===== config.mk =====
export PLATFORM = sky130hd
export DESIGN_NAME = immx_expand
export DESIGN_NICKNAME = d
export VERILOG_FILES = /design/src/rtl/immx_pkg.sv /design/src/rtl/immx_wide_rot.sv /design/src/rtl/immx_compact.sv /design/src/rtl/immx_expand.sv
export SDC_FILE = /design/constraint.sdc
export NUM_CORES = 1
export LEC_CHECK = 0
export BUFFER_PORTS_ARGS = -buffer_cell sky130_fd_sc_hd__buf_2
export CAP_MARGIN = 20
export CORE_ASPECT_RATIO = 1.1
export CORE_MARGIN = 2
export CORE_UTILIZATION = 45
export CTS_CLUSTER_SIZE = 8
export DETAILED_ROUTE_END_ITERATION = 12
export GPL_ROUTABILITY_DRIVEN = 0
export GPL_TIMING_DRIVEN = 0
export PLACE_DENSITY_LB_ADDON = 0.08
export SLEW_MARGIN = 30
export SYNTH_ARGS = -nofsm -noshare
export SYNTH_HDL_FRONTEND = slang
export SYNTH_HIERARCHICAL = 1
export SYNTH_SLANG_ARGS = --single-unit

===== constraint.sdc =====
create_clock -name clk -period 1.6 [get_ports clk]
set_input_delay 0.08 -clock clk [delete_from_list [all_inputs] [get_ports clk]]
set_output_delay 0.08 -clock clk [all_outputs]
set_load 0.02 [all_outputs]

===== src/rtl/immx_pkg.sv =====
package immx_pkg;
    parameter int DATA_W  = 32;
    parameter int BYTE_W  = 8;
    parameter int FIELD_W = 12;

    typedef struct packed {
        logic              valid;
        logic              carry;
        logic [DATA_W-1:0] value;
    } immx_res_t;

    // Rotate right a zero-extended operand by amt positions.
    function automatic logic [DATA_W-1:0] rot_right(input logic [DATA_W-1:0] x,
                                                    input logic [4:0]        amt);
        logic [2*DATA_W-1:0] dbl;
        dbl = {x, x} >> amt;
        return dbl[DATA_W-1:0];
    endfunction
endpackage


===== src/rtl/immx_wide_rot.sv =====
module immx_wide_rot
    import immx_pkg::*;
(
    input  logic [FIELD_W-1:0] field_in,
    input  logic               carry_in,
    output immx_res_t          res_o
);
    localparam int ROTF_W = FIELD_W - BYTE_W;

    logic [ROTF_W-1:0] rot_field;
    logic [4:0]        rot_amt;
    logic [DATA_W-1:0] base;

    always_comb begin
        rot_field   = field_in[FIELD_W-1:BYTE_W];
        rot_amt     = {rot_field, 1'b0};
        base        = {{(DATA_W-BYTE_W){1'b0}}, field_in[BYTE_W-1:0]};
        res_o.value = rot_right(base, rot_amt);
        res_o.carry = (rot_field == '0) ? carry_in : res_o.value[DATA_W-1];
        res_o.valid = 1'b1;
    end
endmodule


===== src/rtl/immx_compact.sv =====
module immx_compact
    import immx_pkg::*;
(
    input  logic [FIELD_W-1:0] field_in,
    input  logic               carry_in,
    output immx_res_t          res_o
);
    localparam int LANES = DATA_W / BYTE_W;

    logic [BYTE_W-1:0] byte_v;
    logic [1:0]        pat_code;
    logic              is_pattern;
    logic [DATA_W-1:0] pat_value;
    logic [DATA_W-1:0] shf_value;
    logic [4:0]        shf_amt;
    logic [LANES-1:0]  lane_en;

    // lane enables per pattern code
    always_comb begin
        unique case (pat_code)
            2'b00:   lane_en = LANES'(1);
            2'b01:   lane_en = LANES'(4'b0101);
            2'b10:   lane_en = LANES'(4'b1010);
            default: lane_en = '1;
        endcase
    end

    generate
        for (genvar l = 0; l < LANES; l++) begin : g_lane
            assign pat_value[l*BYTE_W +: BYTE_W] = lane_en[l] ? byte_v : '0;
        end
    endgenerate

    always_comb begin
        byte_v     = field_in[BYTE_W-1:0];
        pat_code   = field_in[BYTE_W+1:BYTE_W];
        is_pattern = (field_in[FIELD_W-1:FIELD_W-2] == 2'b00);
        shf_amt    = field_in[FIELD_W-1:BYTE_W-1];
        shf_value  = rot_right({{(DATA_W-BYTE_W){1'b0}}, 1'b1, field_in[BYTE_W-2:0]},
                               shf_amt);
        if (is_pattern) begin
            res_o.value = pat_value;
            res_o.carry = carry_in;
            res_o.valid = !((pat_code != 2'b00) && (byte_v == '0));
        end else begin
            res_o.value = shf_value;
            res_o.carry = shf_value[DATA_W-1];
            res_o.valid = 1'b1;
        end
    end
endmodule


===== src/rtl/immx_expand.sv =====
module immx_expand
    import immx_pkg::*;
#(
    parameter bit REG_OUT = 1'b1
) (
    input  logic               clk,
    input  logic               rst_n,
    input  logic [FIELD_W-1:0] field_in,
    input  logic               mode_compact,
    input  logic               carry_in,
    output logic [DATA_W-1:0]  imm_value,
    output logic               carry_out,
    output logic               valid
);
    immx_res_t wide_res, cmp_res, res_d, res_q;

    immx_wide_rot u_wide (.field_in(field_in), .carry_in(carry_in), .res_o(wide_res));
    immx_compact  u_cmp  (.field_in(field_in), .carry_in(carry_in), .res_o(cmp_res));

    always_comb begin
        res_d = mode_compact ? cmp_res : wide_res;
    end

    generate
        if (REG_OUT) begin : g_reg
            always_ff @(posedge clk) begin
                if (!rst_n) res_q <= '0;
                else        res_q <= res_d;
            end
        end else begin : g_comb
            always_comb res_q = res_d;
        end
    endgenerate

    assign imm_value = res_q.value;
    assign carry_out = res_q.carry;
    assign valid     = res_q.valid;

    // Rotation in wide mode keeps the number of set bits.
    assert_wide_popcount_R1: assert property (@(posedge clk) disable iff (!rst_n)
        !mode_compact |-> ($countones(res_d.value) == $countones(field_in[BYTE_W-1:0])));

    assert_wide_carry_norot_R2: assert property (@(posedge clk) disable iff (!rst_n)
        (!mode_compact && field_in[FIELD_W-1:BYTE_W] == '0) |-> (res_d.carry == carry_in));

    assert_replicate_lanes_R6: assert property (@(posedge clk) disable iff (!rst_n)
        (mode_compact && field_in[FIELD_W-1:BYTE_W] == 4'b0011) |->
        (res_d.value[31:24] == res_d.value[7:0] && res_d.value[23:16] == res_d.value[15:8]));

    // Shift form carries exactly one forced bit plus the seven payload bits.
    assert_shift_popcount_R7: assert property (@(posedge clk) disable iff (!rst_n)
        (mode_compact && field_in[FIELD_W-1:FIELD_W-2] != 2'b00) |->
        ($countones(res_d.value) == 1 + $countones(field_in[BYTE_W-2:0])));

    assert_pattern_carry_R8: assert property (@(posedge clk) disable iff (!rst_n)
        (mode_compact && field_in[FIELD_W-1:FIELD_W-2] == 2'b00) |-> (res_d.carry == carry_in));

    assert_invalid_only_zero_pattern_R9: assert property (@(posedge clk) disable iff (!rst_n)
        !res_d.valid |-> (mode_compact && field_in[FIELD_W-1:FIELD_W-2] == 2'b00 &&
                          field_in[BYTE_W+1:BYTE_W] != 2'b00 && field_in[BYTE_W-1:0] == '0));
endmodule


# Word level (Yosys, flattened, before mapping)
# Index checks and enable logic that the tools add are counted.
dict set report op_classes {
  eq_ne 2
  n_shift 2
  mux 8
  n_reduce_logical 7
}
# op count
set op_table {}
lappend op_table {{$shr 40x5->32} 2}
lappend op_table {{$mux 34} 2}
lappend op_table {{$mux 8} 4}
lappend op_table {{$pmux 4 s3} 1}
lappend op_table {{$logic_not 8->1} 1}
lappend op_table {{$logic_not 2->1} 2}
lappend op_table {{$logic_not 4->1} 1}
lappend op_table {{$eq 2x1->1 const B} 1}
lappend op_table {{$eq 2x2->1 const B} 1}
lappend op_table {{$reduce_bool 2->1} 1}
lappend op_table {{$logic_and 1x1->1} 1}
lappend op_table {{$logic_not 1->1} 1}
lappend op_table {{$mux 1} 1}
dict set report word_totals {
  reg_bits 34
  in_bits 16
  output_inout_bits 34
  word_cells 22
}

# Longest topological paths before layout
# Gate-level depths: netlist (run 1).
dict set report depth {
  depth_word 5
  ltp_mapped 9
  depth_no_buf 6
}

# Cells and area by module
# The synthesis (run 1) kept the hierarchy.
# mod n_inst cells_per_inst area_each_um2 seq_area_each_um2
set modules_own_cells {}
lappend modules_own_cells {immx_expand 1 109 1316.3 680.7}
lappend modules_own_cells {immx_compact 1 160 1029.7 0.0}
lappend modules_own_cells {immx_wide_rot 1 103 694.4 0.0}

# Least setup slack after synthesis (run 1)
# OpenSTA, ideal clock, no wires.
dict set report synth_path {
  path_type {input-to-reg}
  from {in field_in[5]}
  to {reg res_q, in the netlist imm_value[14]}
  setup_ns 0.116
  t_arrival_ns 1.345
  required_ns 1.484
  path_slack_ns 0.139
  path_stages 7
  path_buffers 1
  cell_sequence {buf_2 mux4_2 a22oi_2 o22ai_1 a32o_1 mux2i_1 nor2b_1}
}
# item line_no
set synth_lines {}
lappend synth_lines {{start, declared} immx_expand.sv:8} ;# input logic [FIELD_W-1:0] field_in,
lappend synth_lines {{end signal, assigned} immx_expand.sv:28} ;# else res_q <= res_d;
lappend synth_lines {{end, declared} immx_expand.sv:15} ;# immx_res_t wide_res, cmp_res, res_d, res_q;

==> flow_metrics.env, run 1 <==
export IMPL_leakage_nw=1.53
export IMPL_drt_iter0_drc=239
export IMPL_seqCellArea_um2=681
export IMPL_fin_area_um2=3530
export IMPL_worst_pin_slew_ps=542
export IMPL_pre_cts_ws_ps=-467
export IMPL_path_buf_inv=2
export IMPL_placedInstanceArea_um2=3380
export IMPL_drc=0
export IMPL_wirelength_mm=9.50
export IMPL_clockBufferDepth=2
export IMPL_cp_startpoint="field_in[7]"
export IMPL_die_y_um=90.2
export IMPL_antenna_found_initial=0
export IMPL_async_flop_share=0
export IMPL_yosysSeqAreaShare=0.224
export IMPL_yosysWarnings=6
export IMPL_p_total_mw=2.37
export IMPL_htreeDepth=2
export IMPL_fillers=644
export IMPL_cpLargestDelayFamily="multiplexers"
export IMPL_cp_depth=8
export IMPL_worstSetupStartpointType="primary input"
export IMPL_grt_pass1_vias=2756
export IMPL_worst_ir_drop_vdd_mv=0.686
export IMPL_synthCells=372
export IMPL_swShare=0.342
export IMPL_cpPeakStageDelay_ps=650
export IMPL_arrival_ps=1740
export IMPL_layout_min_cycle_time_ps=1570
export IMPL_synthFlopType="dfxtp_1"
export IMPL_area_delta_synth_final_pct=16.3
export IMPL_post_route_cells_drive_above_1_share=0.259
export IMPL_clkTransAtPathRegs_ps=70
export IMPL_setup_viol=0
export IMPL_wl_per_cell_um=18.6
export IMPL_syn_num_nets=388
export IMPL_p_per_area_nw_per_um2=671
export IMPL_grt_usage=0.260
export IMPL_hold_viol_final=0
export IMPL_netSwitchingPower_uw=811
export IMPL_diodes=0
export IMPL_clock_sinks=34
export IMPL_vias=3041
export IMPL_path_class="in2reg"
export IMPL_final_common_cell="buf_2"
export IMPL_worstPathRequired_ps=1770
export IMPL_hp_class="in2reg"
export IMPL_maxCapViolCount=0
export IMPL_synthDistinctLibCells=59
export IMPL_power_frac_comb=0.353
export IMPL_die_area_um2=7430
export IMPL_endpoint="imm_value[7]$_SDFF_PN0_"
export IMPL_max_slew_margin=0.639
export IMPL_grt_overflow_total=0
export IMPL_firstDrtPassIters=6
export IMPL_path_cells="buf_2, buf_6, mux4_1, nand2_1, o21ai_2, a22o_1, mux2i_1, nor2b_1"
export IMPL_syn_area_um2=3040
export IMPL_p_int_mw=1.56
export IMPL_slew_viol_final=0
export IMPL_synth_edf_count=0
export IMPL_viasPerCell=5.95
export IMPL_row_count=31
export IMPL_final_cell_mix="buf_2 (61), mux2i_1 (47), nor2b_1 (44)"
export IMPL_ant_nets=0
export IMPL_fmax_mhz=636
export IMPL_hpwl_mm=7.21
export IMPL_critPathMaxFanout=6
export IMPL_min_period_over_period=0.982
export IMPL_fin_nets=444
export IMPL_die_w_um=82.4
export IMPL_power_frac_clock=0.270
export IMPL_cts_inserted_buffers=5
export IMPL_cts_tree="yes"
export IMPL_multiInputGateArea_um2=2140
export IMPL_port_buffers=48
export IMPL_core_area_um2=6560
export IMPL_status="finished clean"
export IMPL_synth_seq_cells=34
export IMPL_end_kind="flip-flop"
export IMPL_cp_slowest_cell="mux4_1"
export IMPL_grt_setup_unrepaired="true"
export IMPL_p_seq_frac=0.377
export IMPL_postSynthAreaPerCell_um2=8.17
export IMPL_initial_utilization=0.464
export IMPL_grt_first_pass_wirelength_mm=14.8
export IMPL_fin_ws_ps=28.8
export IMPL_grt_max_degree=14
export IMPL_clk_root_buffer_cell="clkbuf_8"
export IMPL_tns_ps=0
export IMPL_io_pin_count=50
## worst min-delay path by stage
stage           from  cells past startpoint  slack (ps)                        to
3_5_place_dp   rst_n                      2         410  imm_value[31]$_SDFF_PN0_
2_1_floorplan  rst_n                      1         210      carry_out$_SDFF_PN0_
3_3_place_gp   rst_n                      2         410      carry_out$_SDFF_PN0_
5_1_grt        rst_n                      2         100  imm_value[31]$_SDFF_PN0_
6_report       rst_n                      2         120  imm_value[31]$_SDFF_PN0_
4_1_cts        rst_n                      2         110  imm_value[31]$_SDFF_PN0_
## area by class of cell
type                    instances  area share
multi-input cells             297       0.604
plain buffers                  38      0.0740
inverters                       3     0.00319
well taps                      82      0.0290
clock inverters                 2     0.00354
clock buffers                   6      0.0234
flip-flops and latches         34       0.193
repair buffers                 49      0.0701
## layer usage
metal | wire [um] | GRT usage
met1 | 4080 | 0.361
met2 | 4240 | 0.403
met3 | 745 | 0.0251
met4 | 436 | 0.111
met5 | 0 | 0
## power groups by stage
stage / Clock (mW) / Sequential (mW) / Combinational [mW]
3_5_place_dp: 0 / 0.913 / 0.788
6_report: 0.641 / 0.894 / 0.837
4_1_cts: 0.658 / 0.894 / 0.799
5_1_grt: 0.703 / 0.899 / 0.891
2_1_floorplan: 0 / 0.968 / 0.505
3_3_place_gp: 0 / 0.913 / 0.791
## what timing repair did
item                                    in CTS  in global routing
setup buffers                                0                  1
cloned                                       0                  0
endpoints found under the setup margin       5                 10
resized for setup                            4                  9
hold endpoints to repair                     0                  0
hold buffers                                 0                  0
## cells in the mapped netlist, types with 4 or more instances
master / instances / area [um^2]
buf_2: 14 / 70.1
nor2_1: 28 / 105
mux2i_1: 50 / 500
nand2_1: 31 / 116
dfxtp_1: 34 / 681
clkbuf_1: 9 / 33.8
buf_1: 4 / 15.0
nor4_1: 4 / 25.0
a21boi_0: 7 / 52.6
mux2_2: 6 / 67.6
a21oi_1: 16 / 80.1
and3b_1: 5 / 43.8
nand3b_1: 7 / 52.6
o21ai_0: 13 / 65.1
nor2b_1: 44 / 275
nand3_1: 7 / 35.0
o22ai_1: 16 / 100
nand2b_1: 6 / 37.5
buf_6: 5 / 56.3
## flip-flops by register name (all words and copies together), names as in the netlist
name       flops
carry_out      1
valid          1
imm_value     32
## kinds of logic after synthesis
family                 count (synthesis)  synth area share
AND/OR/NAND/NOR                      147             0.261
other                                  1           0.00123
AO/OA/AOI/OAI                         88             0.204
multiplexers                          61             0.221
flip-flops                            34             0.224
buffers and inverters                 41            0.0885
## per-stage QoR
step | hold WS [ps] | utilization | instances
6_report | 116 | 0.539 | 511
5_1_grt | 99.9 | 0.539 | 511
4_1_cts | 111 | 0.533 | 510
3_5_place_dp | 409 | 0.516 | 502
3_3_place_gp | 411 | 0.516 | 502
2_1_floorplan | 208 | - | 372
Note: power is estimated with default switching activity, not from simulation.
==> run 2: changes to the inputs <==
--- a/config.mk
+++ b/config.mk
@@ -9,11 +9,12 @@
 export CAP_MARGIN = 20
 export CORE_ASPECT_RATIO = 1.1
 export CORE_MARGIN = 2
-export CORE_UTILIZATION = 45
+export CORE_UTILIZATION = 57
 export CTS_CLUSTER_SIZE = 8
 export DETAILED_ROUTE_END_ITERATION = 12
 export GPL_ROUTABILITY_DRIVEN = 0
 export GPL_TIMING_DRIVEN = 0
+export MAX_ROUTING_LAYER = met4
 export PLACE_DENSITY_LB_ADDON = 0.08
 export SLEW_MARGIN = 30
 export SYNTH_ARGS = -nofsm -noshare
==> flow_metrics.env, run 2 (synthesis gave the netlist of run 1 again) <==
export IMPL_fmax_mhz=653
export IMPL_cpPeakStageDelay_ps=430
export IMPL_layout_min_cycle_time_ps=1530
export IMPL_max_slew_margin=0.626
export IMPL_viasPerCell=6.59
export IMPL_grt_max_degree=14
export IMPL_final_core_util=0.695
export IMPL_htreeDepth=2
export IMPL_hp_class="in2reg"
export IMPL_post_route_cells_drive_above_1_share=0.252
export IMPL_drt_iter0_drc=432
export IMPL_wl_per_cell_um=19.1
export IMPL_end_kind="flip-flop"
export IMPL_wirelength_mm=9.31
export IMPL_initial_utilization=0.600
export IMPL_die_y_um=80.6
export IMPL_grt_setup_unrepaired="true"
export IMPL_clkTransAtPathRegs_ps=70
export IMPL_firstDrtPassIters=6
export IMPL_hpwl_mm=6.73
export IMPL_area_delta_synth_final_pct=15.9
export IMPL_worst_pin_slew_ps=561
export IMPL_clk_root_buffer_cell="clkbuf_8"
export IMPL_multiInputGateArea_um2=2110
export IMPL_min_to="carry_out$_SDFF_PN0_"
export IMPL_ant_nets=0
export IMPL_grt_overflow_total=0
export IMPL_drc=0
export IMPL_leakage_nw=1.54
export IMPL_arrival_ps=1710
export IMPL_pre_cts_ws_ps=-332
export IMPL_worstSetupStartpointType="primary input"
export IMPL_tns_ps=0
export IMPL_vias=3208
export IMPL_seqCellArea_um2=681
export IMPL_port_buffers=48
export IMPL_placedInstanceArea_um2=3350
export IMPL_hold_start="rst_n"
export IMPL_diodes=0
export IMPL_hold_path_depth=2
export IMPL_path_cells="buf_2, buf_2, inv_1, buf_1, nor2_1, a22oi_1, nor2_1, mux2i_1, nor2b_1"
export IMPL_die_w_um=73.6
export IMPL_core_area_um2=5070
export IMPL_io_pin_count=50
export IMPL_path_class="in2reg"
export IMPL_worst_ir_drop_vdd_mv=0.513
export IMPL_clockBufferDepth=2
export IMPL_whs_ps=106
export IMPL_cts_tree="yes"
export IMPL_antenna_found_initial=0
export IMPL_fin_nets=444
export IMPL_die_area_um2=5930
export IMPL_grt_first_pass_wirelength_mm=14.2
export IMPL_setup_viol=0
export IMPL_fin_area_um2=3520
export IMPL_grt_usage=0.322
export IMPL_cp_slowest_cell="buf_1"
export IMPL_final_common_cell="buf_2"
export IMPL_fin_ws_ps=68.8
export IMPL_worstPathRequired_ps=1780
export IMPL_critPathMaxFanout=10
export IMPL_final_cell_mix="buf_2 (61), mux2i_1 (46), nor2b_1 (44)"
export IMPL_maxCapViolCount=0
export IMPL_slew_viol_final=0
export IMPL_min_period_over_period=0.957
export IMPL_status="finished clean"
export IMPL_hold_viol_final=0
export IMPL_cts_inserted_buffers=5
export IMPL_fillers=434
export IMPL_grt_pass1_vias=2759
export IMPL_p_per_area_nw_per_um2=758
export IMPL_clock_sinks=34
export IMPL_row_count=27
export IMPL_largest_reg_flops=32
-- run 2: what timing repair did --
| item | CTS | global route |
|---|---|---|
| gates cloned | 0 | 0 |
| hold buffers | 0 | 0 |
| endpoints found under the setup margin | 2 | 9 |
| buffers inserted | 0 | 1 |
| resized for setup | 1 | 7 |
-- run 2: how the worst max path moves through the flow --
stage                            start                  endpoint  slack, ps
after global placement     field_in[8]   imm_value[9]$_SDFF_PN0_       -340
after detailed placement   field_in[8]  imm_value[25]$_SDFF_PN0_       -330
after CTS                  field_in[8]  imm_value[24]$_SDFF_PN0_         20
final                     field_in[10]  imm_value[27]$_SDFF_PN0_         70
after global routing       field_in[8]  imm_value[24]$_SDFF_PN0_         -2
after floorplan            field_in[5]  imm_value[14]$_SDFF_PN0_        140
-- run 2: per-layer routing --
layer,vias up,GRT usage,routed length [um],share of wire
li1,1447,-,-,-
met5,-,-,0,0
met4,0,0.165,426,0.046
met3,42,0.0489,983,0.11
met1,1447,0.431,3840,0.41
met2,272,0.465,4060,0.44
-- run 2: cell type report --
cell class,instances,area share
Buffer,38,0.0739
Clock buffer,5,0.0195
Clock inverter,3,0.0195
Inverter,3,0.00320
Multi-Input combinational cell,297,0.600
Sequential cell,34,0.193
Tap cell,58,0.0206
Timing Repair Buffer,49,0.0703
-- run 2: metrics by stage --
stage	total power, mW	instances
2_1_floorplan	1.47	372
4_1_cts	2.63	486
5_1_grt	2.77	487
3_5_place_dp	1.69	478
3_3_place_gp	1.68	478
6_report	2.67	487
-- run 2: worst max-delay path: cells and delay by family --
| family | cells | cell delay, ps |
|---|---|---|
| compound gates | 1 | 230 |
| buf+inv | 4 | 930 |
| simple gates | 3 | 250 |
| mux | 1 | 220 |
-- run 2: where the power goes --
group | total, mW | switching (mW) | internal (mW)
combinational | 0.828 | 0.503 | 0.326
clock | 0.949 | 0.325 | 0.624
sequential | 0.893 | 0.00721 | 0.886
total | 2.67 | 0.835 | 1.84
